### config.mk
export PLATFORM = sky130hd
export DESIGN_NAME = hb_pulse_gen
export DESIGN_NICKNAME = d
export VERILOG_FILES = /design/src/rtl/hb_pulse_pkg.sv /design/src/rtl/hb_timebase.sv /design/src/rtl/hb_side_toggle.sv /design/src/rtl/hb_gate_stage.sv /design/src/rtl/hb_pulse_gen.sv
export SDC_FILE = /design/constraint.sdc
export NUM_CORES = 1
export LEC_CHECK = 0
export BUFFER_PORTS_ARGS = -buffer_cell sky130_fd_sc_hd__clkbuf_2
export CELL_PAD_IN_SITES_DETAIL_PLACEMENT = 1
export CELL_PAD_IN_SITES_GLOBAL_PLACEMENT = 2
export CORE_MARGIN = 3
export CORE_UTILIZATION = 33
export CTS_BUF_LIST = sky130_fd_sc_hd__clkbuf_2
export DETAILED_ROUTE_END_ITERATION = 6
export GPL_ROUTABILITY_DRIVEN = 1
export GPL_TIMING_DRIVEN = 1
export PLACE_DENSITY_LB_ADDON = 0.1
export SLEW_MARGIN = 15
export SYNTH_ARGS = -nofsm -noshare
export SYNTH_HDL_FRONTEND = slang
export SYNTH_HIERARCHICAL = 1
export SYNTH_SLANG_ARGS = --single-unit
### constraint.sdc
create_clock -name clk -period 2.71 [get_ports clk]
set_clock_uncertainty 0.15 [all_clocks]
set_input_delay 0.271 -clock clk [delete_from_list [all_inputs] [get_ports clk]]
set_output_delay 0.271 -clock clk [all_outputs]
set_load 0.05 [all_outputs]
### src/rtl/hb_pulse_pkg.sv
package hb_pulse_pkg;

    typedef enum logic [1:0] {
        TB_IDLE      = 2'd0,
        TB_CHARGE    = 2'd1,
        TB_DISCHARGE = 2'd2
    } tb_state_e;

    typedef enum logic {
        SIDE_LOW  = 1'b0,
        SIDE_HIGH = 1'b1
    } side_e;

endpackage

### src/rtl/hb_timebase.sv
module hb_timebase
    import hb_pulse_pkg::*;
#(
    parameter int CHG_W          = 11,
    parameter int DEAD_LONG_CYC  = 30,
    parameter int DEAD_SHORT_CYC = 15
) (
    input  logic             clk,
    input  logic             rst_n,
    input  logic             run,
    input  logic [CHG_W-1:0] chg_word,
    input  logic             dead_sel,
    output tb_state_e        state_nxt,
    output logic             wrap
);
    localparam int DEAD_MAX = (DEAD_LONG_CYC > DEAD_SHORT_CYC) ? DEAD_LONG_CYC : DEAD_SHORT_CYC;
    localparam int DEAD_W   = $clog2(DEAD_MAX + 1);
    localparam int CNT_W    = (CHG_W > DEAD_W) ? CHG_W : DEAD_W;
    localparam logic [CNT_W-1:0] LONG_LOAD  = CNT_W'(DEAD_LONG_CYC - 1);
    localparam logic [CNT_W-1:0] SHORT_LOAD = CNT_W'(DEAD_SHORT_CYC - 1);

    tb_state_e        state_q;
    logic [CNT_W-1:0] cnt_q, cnt_d;
    logic [CHG_W-1:0] per_q, per_d;
    logic [CHG_W-1:0] per_load;
    logic [CNT_W-1:0] dead_load;
    logic             charge_last;

    // zero word clamps to a single-cycle charge
    assign per_load    = (chg_word == '0) ? CHG_W'(1) : chg_word;
    assign dead_load   = dead_sel ? SHORT_LOAD : LONG_LOAD;
    assign charge_last = (cnt_q == (CNT_W'(per_q) - CNT_W'(1)));

    // next-state and counter logic
    always_comb begin
        state_nxt = state_q;
        cnt_d     = cnt_q;
        per_d     = per_q;
        wrap      = 1'b0;
        unique case (state_q)
            TB_IDLE: begin
                cnt_d = '0;
                if (run) begin
                    state_nxt = TB_CHARGE;
                    per_d     = per_load;
                end
            end
            TB_CHARGE: begin
                if (!run) begin
                    state_nxt = TB_IDLE;
                    cnt_d     = '0;
                end else if (charge_last) begin
                    state_nxt = TB_DISCHARGE;
                    cnt_d     = dead_load;
                end else begin
                    cnt_d = cnt_q + CNT_W'(1);
                end
            end
            TB_DISCHARGE: begin
                if (!run) begin
                    state_nxt = TB_IDLE;
                    cnt_d     = '0;
                end else if (cnt_q == '0) begin
                    state_nxt = TB_CHARGE;
                    per_d     = per_load;
                    wrap      = 1'b1;
                end else begin
                    cnt_d = cnt_q - CNT_W'(1);
                end
            end
            default: begin
                state_nxt = TB_IDLE;
                cnt_d     = '0;
            end
        endcase
    end

    // state register
    always_ff @(posedge clk or negedge rst_n) begin
        if (!rst_n) begin
            state_q <= TB_IDLE;
            cnt_q   <= '0;
            per_q   <= CHG_W'(1);
        end else begin
            state_q <= state_nxt;
            cnt_q   <= cnt_d;
            per_q   <= per_d;
        end
    end

endmodule

### src/rtl/hb_side_toggle.sv
module hb_side_toggle
    import hb_pulse_pkg::*;
(
    input  logic  clk,
    input  logic  rst_n,
    input  logic  run,
    input  logic  wrap,
    output side_e side_nxt
);
    side_e side_q;

    // preset to low side while stopped; toggle on each wrap
    always_comb begin
        if (!run)
            side_nxt = SIDE_LOW;
        else if (wrap)
            side_nxt = (side_q == SIDE_LOW) ? SIDE_HIGH : SIDE_LOW;
        else
            side_nxt = side_q;
    end

    always_ff @(posedge clk or negedge rst_n) begin
        if (!rst_n)
            side_q <= SIDE_LOW;
        else
            side_q <= side_nxt;
    end

endmodule

### src/rtl/hb_gate_stage.sv
module hb_gate_stage
    import hb_pulse_pkg::*;
(
    input  logic      clk,
    input  logic      rst_n,
    input  tb_state_e state_nxt,
    input  side_e     side_nxt,
    input  logic      wrap,
    output logic      gate_lo,
    output logic      gate_hi,
    output logic      cycle_done
);
    // registered outputs, decoded from the next state and next side
    always_ff @(posedge clk or negedge rst_n) begin
        if (!rst_n) begin
            gate_lo    <= 1'b0;
            gate_hi    <= 1'b0;
            cycle_done <= 1'b0;
        end else begin
            gate_lo    <= (state_nxt == TB_CHARGE) && (side_nxt == SIDE_LOW);
            gate_hi    <= (state_nxt == TB_CHARGE) && (side_nxt == SIDE_HIGH);
            cycle_done <= wrap;
        end
    end

endmodule

### src/rtl/hb_pulse_gen.sv
module hb_pulse_gen
    import hb_pulse_pkg::*;
#(
    parameter int CHG_W          = 11,
    parameter int DEAD_LONG_CYC  = 30,
    parameter int DEAD_SHORT_CYC = 15
) (
    input  logic             clk,
    input  logic             rst_n,
    input  logic             run,
    input  logic [CHG_W-1:0] chg_word,
    input  logic             dead_sel,
    output logic             gate_lo,
    output logic             gate_hi,
    output logic             cycle_done
);
    tb_state_e state_nxt;
    side_e     side_nxt;
    logic      wrap;

    hb_timebase #(
        .CHG_W          (CHG_W),
        .DEAD_LONG_CYC  (DEAD_LONG_CYC),
        .DEAD_SHORT_CYC (DEAD_SHORT_CYC)
    ) u_timebase (
        .clk       (clk),
        .rst_n     (rst_n),
        .run       (run),
        .chg_word  (chg_word),
        .dead_sel  (dead_sel),
        .state_nxt (state_nxt),
        .wrap      (wrap)
    );

    hb_side_toggle u_side (
        .clk      (clk),
        .rst_n    (rst_n),
        .run      (run),
        .wrap     (wrap),
        .side_nxt (side_nxt)
    );

    hb_gate_stage u_gate (
        .clk        (clk),
        .rst_n      (rst_n),
        .state_nxt  (state_nxt),
        .side_nxt   (side_nxt),
        .wrap       (wrap),
        .gate_lo    (gate_lo),
        .gate_hi    (gate_hi),
        .cycle_done (cycle_done)
    );

endmodule

==> reports/metrics.csv <==
stage;metric;value;unit
yosys;synthTopCellsByArea;dfrtp_1 31%, xnor2_1 6.1%, mux2_2 5.7%;
clock_tree;cts.path.max_buffers;2;
sta;tns;0;ns
floorplan;core;0.00613;sq mm
grt;antenna_found_initial;0;
clock_tree;cts_setup_buffers;0;
hold_path;holdCritPathClass;input pin to register;
run_status;status;completed;
setup_path;cp_top_family;simple AND/OR/NAND/NOR gates;
sta;finalSetupViolations;0;
sta;max_slew_margin;0.507;
floorplan;die_area;0.00759;sq mm
placed_design;placed_area;0.00239;sq mm
cells_and_area;fin_nets;287;
setup_path;crit_chain;inv_1, ha_4, or4b_4, o211ai_2, and3_4, nor4_4, buf_4, and2_4, o32ai_1;
placed_design;hpwlAfterDp;4660;um
yosys;ys_seq_elements;28;
setup_path;r2r-start;u_timebase/per_q[1]$_DFFE_PN0P_;
sta;min_period;2.54;ns
setup_path;r2r-end;u_timebase/cnt_q[6]$_DFFE_PN0N_;
grt;grt_max_degree;29;
setup_path;critPathMaxStageDelay;0.47;ns
grt;grt_pass1_wl;10400;um
yosys;syn_avg_cell_area;9.36;sq um
floorplan;die_w;87.1;um
sta;worst_slew_pin_slew;0.739;ns
grt;grt_pass1_vias;1903;
placed_design;pre_cts_ws;0.0273;ns
routing;drtAntennaViolNets;0;
clock_tree;numCtsBuffers;3;
yosys;ys_types;61;
cells_and_area;stdcell_area;0.00261;sq mm
clock_tree;ctsHtreeMaxLevel;1;
setup_path;rrSetupSlack;0.17;ns
power_and_ir_drop;ir_drop;0.449;mV
setup_path;cp_max_fo;9;
setup_path;required;2.88;ns
floorplan;rows;28;
routing;vias_per_cell;5.47;
floorplan;fp.dieH;87.1;um
power_and_ir_drop;powerDensity;785;mW/mm^2
yosys;async_reset_ff_frac;1.00;
power_and_ir_drop;power_frac_seq;0.355;
routing;dr.first_iter.drc_count;90;
grt;grt_overflow;0;
placed_design;numPortBuffers;17;
routing;vias;1856;
setup_path;arrival;2.71;ns
hold_path;hp-start;dead_sel;
hold_path;hold_end;u_timebase/cnt_q[4]$_DFFE_PN0N_;
setup_path;reg2reg_depth;9;
setup_path;crit_path_top_delay_cell;or4b_4;
sta;drv_slew;0;
yosys;ys_warn_count;6;
yosys;synth.most_common_cell;dfrtp_1;
clock_tree;ctsRootBufferMaster;clkbuf_2;
power_and_ir_drop;p_sw_frac;0.434;
setup_path;criticalPathCategory;register to register;
yosys;synthTopCellsByCount;27 x dfrtp_1, 19 x nor2_1, 15 x xnor2_1, 13 x nand2_1, 12 x nand3_1;
clock_tree;cts_tree;built;
yosys;synth-edff-count;0;
power_and_ir_drop;p_comb_frac;0.515;
power_and_ir_drop;p_clk_frac;0.129;
yosys;synth_cells;232;
clock_tree;insertion_delay;0.39;ns
routing;wl_per_cell;18.2;um
sta;fin_ws;0.168;ns
yosys;ys.flop_type;dfrtp_1;
cells_and_area;layout-drive-gt1-share;0.269;
setup_path;end_kind;register;
clock_tree;clock_sinks;28;
floorplan;start_util;0.354;
cells_and_area;syn_to_final_growth;20.0;%
floorplan;pin_count;18;
yosys;syn_nets;254;
yosys;post-synth-top-area-cell;dfrtp_1;
routing;drc;0;
sta;hold_viol;0;
yosys;yosysSeqAreaShare;0.323;
power_and_ir_drop;p_leak;1.10;nW
grt;grt_use_total;0.176;
routing;dr.pass1.iters;4;
run;max_cap_violations;0;
cells_and_area;post-route-util;0.425;
routing;drt-total-wl;6160;um
setup_path;critPathLaunchType;register;
cells_and_area;diodes;0;
placed_design;globalplace.congestion;0.788;
sta;fmax;393;MHz
yosys;netlist_area;0.00217;sq mm
yosys;synth.top_cell.area_share;0.311;
setup_path;cp_num_buf_inv;2;
power_and_ir_drop;net-switching-power;0.000888;W
power_and_ir_drop;p_int;0.00116;W
hold_path;holdPathStages;4;
power_and_ir_drop;total_power;0.00204;W
clock_tree;clkTransAtPathRegs;0.29;ns
sta;finalCritPeriodShare;0.938;
layer usage:
| metal | track usage | up-vias | routed length, um | part of all wire |
|---|---|---|---|---|
| li1 | - | 912 | - | - |
| met1 | 0.252 | 917 | 3040 | 0.49 |
| met2 | 0.291 | 25 | 2960 | 0.48 |
| met3 | 0.0265 | 2 | 141 | 0.023 |
| met4 | 0.0167 | 0 | 26 | 0.0042 |
| met5 | 0 | - | 0 | 0 |
worst max-delay path by stage:
stage | start | end | slack, ns | depth (start not counted)
finish | u_timebase/per_q[1]$_DFFE_PN0P_ | u_timebase/cnt_q[6]$_DFFE_PN0N_ | 0.17 | 9
global route | u_timebase/per_q[1]$_DFFE_PN0P_ | u_gate/gate_lo$_DFF_PN0_ | -0.003 | 10
CTS | u_timebase/per_q[0]$_DFFE_PN1P_ | u_gate/gate_lo$_DFF_PN0_ | 0.02 | 9
floorplan | u_timebase/per_q[0]$_DFFE_PN1P_ | u_gate/gate_hi$_DFF_PN0_ | 0.13 | 9
global placement | u_timebase/per_q[0]$_DFFE_PN1P_ | u_timebase/cnt_q[6]$_DFFE_PN0N_ | 0.02 | 9
detailed placement | u_timebase/per_q[0]$_DFFE_PN1P_ | u_timebase/cnt_q[6]$_DFFE_PN0N_ | 0.03 | 9
sequential cells by signal, indices dropped and copies added (netlist names):
register / cells
u_timebase/per_q: 11
u_gate/cycle_done: 1
u_gate/gate_hi: 1
u_timebase/state_q: 2
u_side/side_q: 1
u_gate/gate_lo: 1
u_timebase/cnt_q: 11
power by group through the flow:
stage	combinational, W	sequential [W]	clock, W
6_report	0.00105	0.000726	0.000265
5_1_grt	0.00116	0.000753	0.000291
4_1_cts	0.000995	0.000712	0.000281
3_5_place_dp	0.000971	0.000722	0
3_3_place_gp	0.000969	0.000720	0
2_1_floorplan	0.000729	0.000651	0
logic make-up after synthesis:
logic type	Yosys count	synth area share
compound gates	45	0.155
xor+xnor	27	0.112
fa+ha+maj	7	0.0403
buf+inv	25	0.0565
flops	28	0.323
mux	12	0.0617
simple gates	88	0.251
worst min-delay path: stages:
cell	delay, ns
clkbuf_2	0.09
nor2_1	0.04
nand3_1	0.12
o211ai_1	0.11
area by class of cell:
cell class | instances | area (sq um)
inverters | 8 | 30.0
multi-input cells | 179 | 1390
well taps | 75 | 93.8
clock inverters | 1 | 30.0
flip-flops and latches | 28 | 704
clock buffers | 3 | 15.0
fillers | 703 | 3530
repair buffers | 45 | 338
cells in the final DEF (no fill, tap or decap), types with 5 or more instances in the layout:
master,Yosys,routed
dfrtp_1,27,25
clkbuf_2,0,20
nor2_1,19,18
xnor2_1,15,15
buf_4,2,15
nand2_1,13,13
dlygate4sd3_1,0,12
nand3_1,12,12
xor2_1,11,11
mux2_2,11,11
nand4_1,9,9
inv_1,8,8
a21oi_1,8,7
ha_1,7,6
o32ai_1,5,5
through the flow:
step / hold slack [ns] / cells
2_1_floorplan: -0.175 / 232
5_1_grt: 0.0550 / 339
3_3_place_gp: 0.215 / 323
4_1_cts: 0.0530 / 339
3_5_place_dp: 0.229 / 323
6_report: 0.0921 / 339
timing repair:
action | in CTS | in global routing
hold buffers | 12 | 0
pin swaps | 0 | 1
hold endpoints to repair | 38 | 0
gates resized for setup | 1 | 11
endpoints found under the setup margin | 5 | 13
No activity file was read; power rests on OpenSTA's default activity.
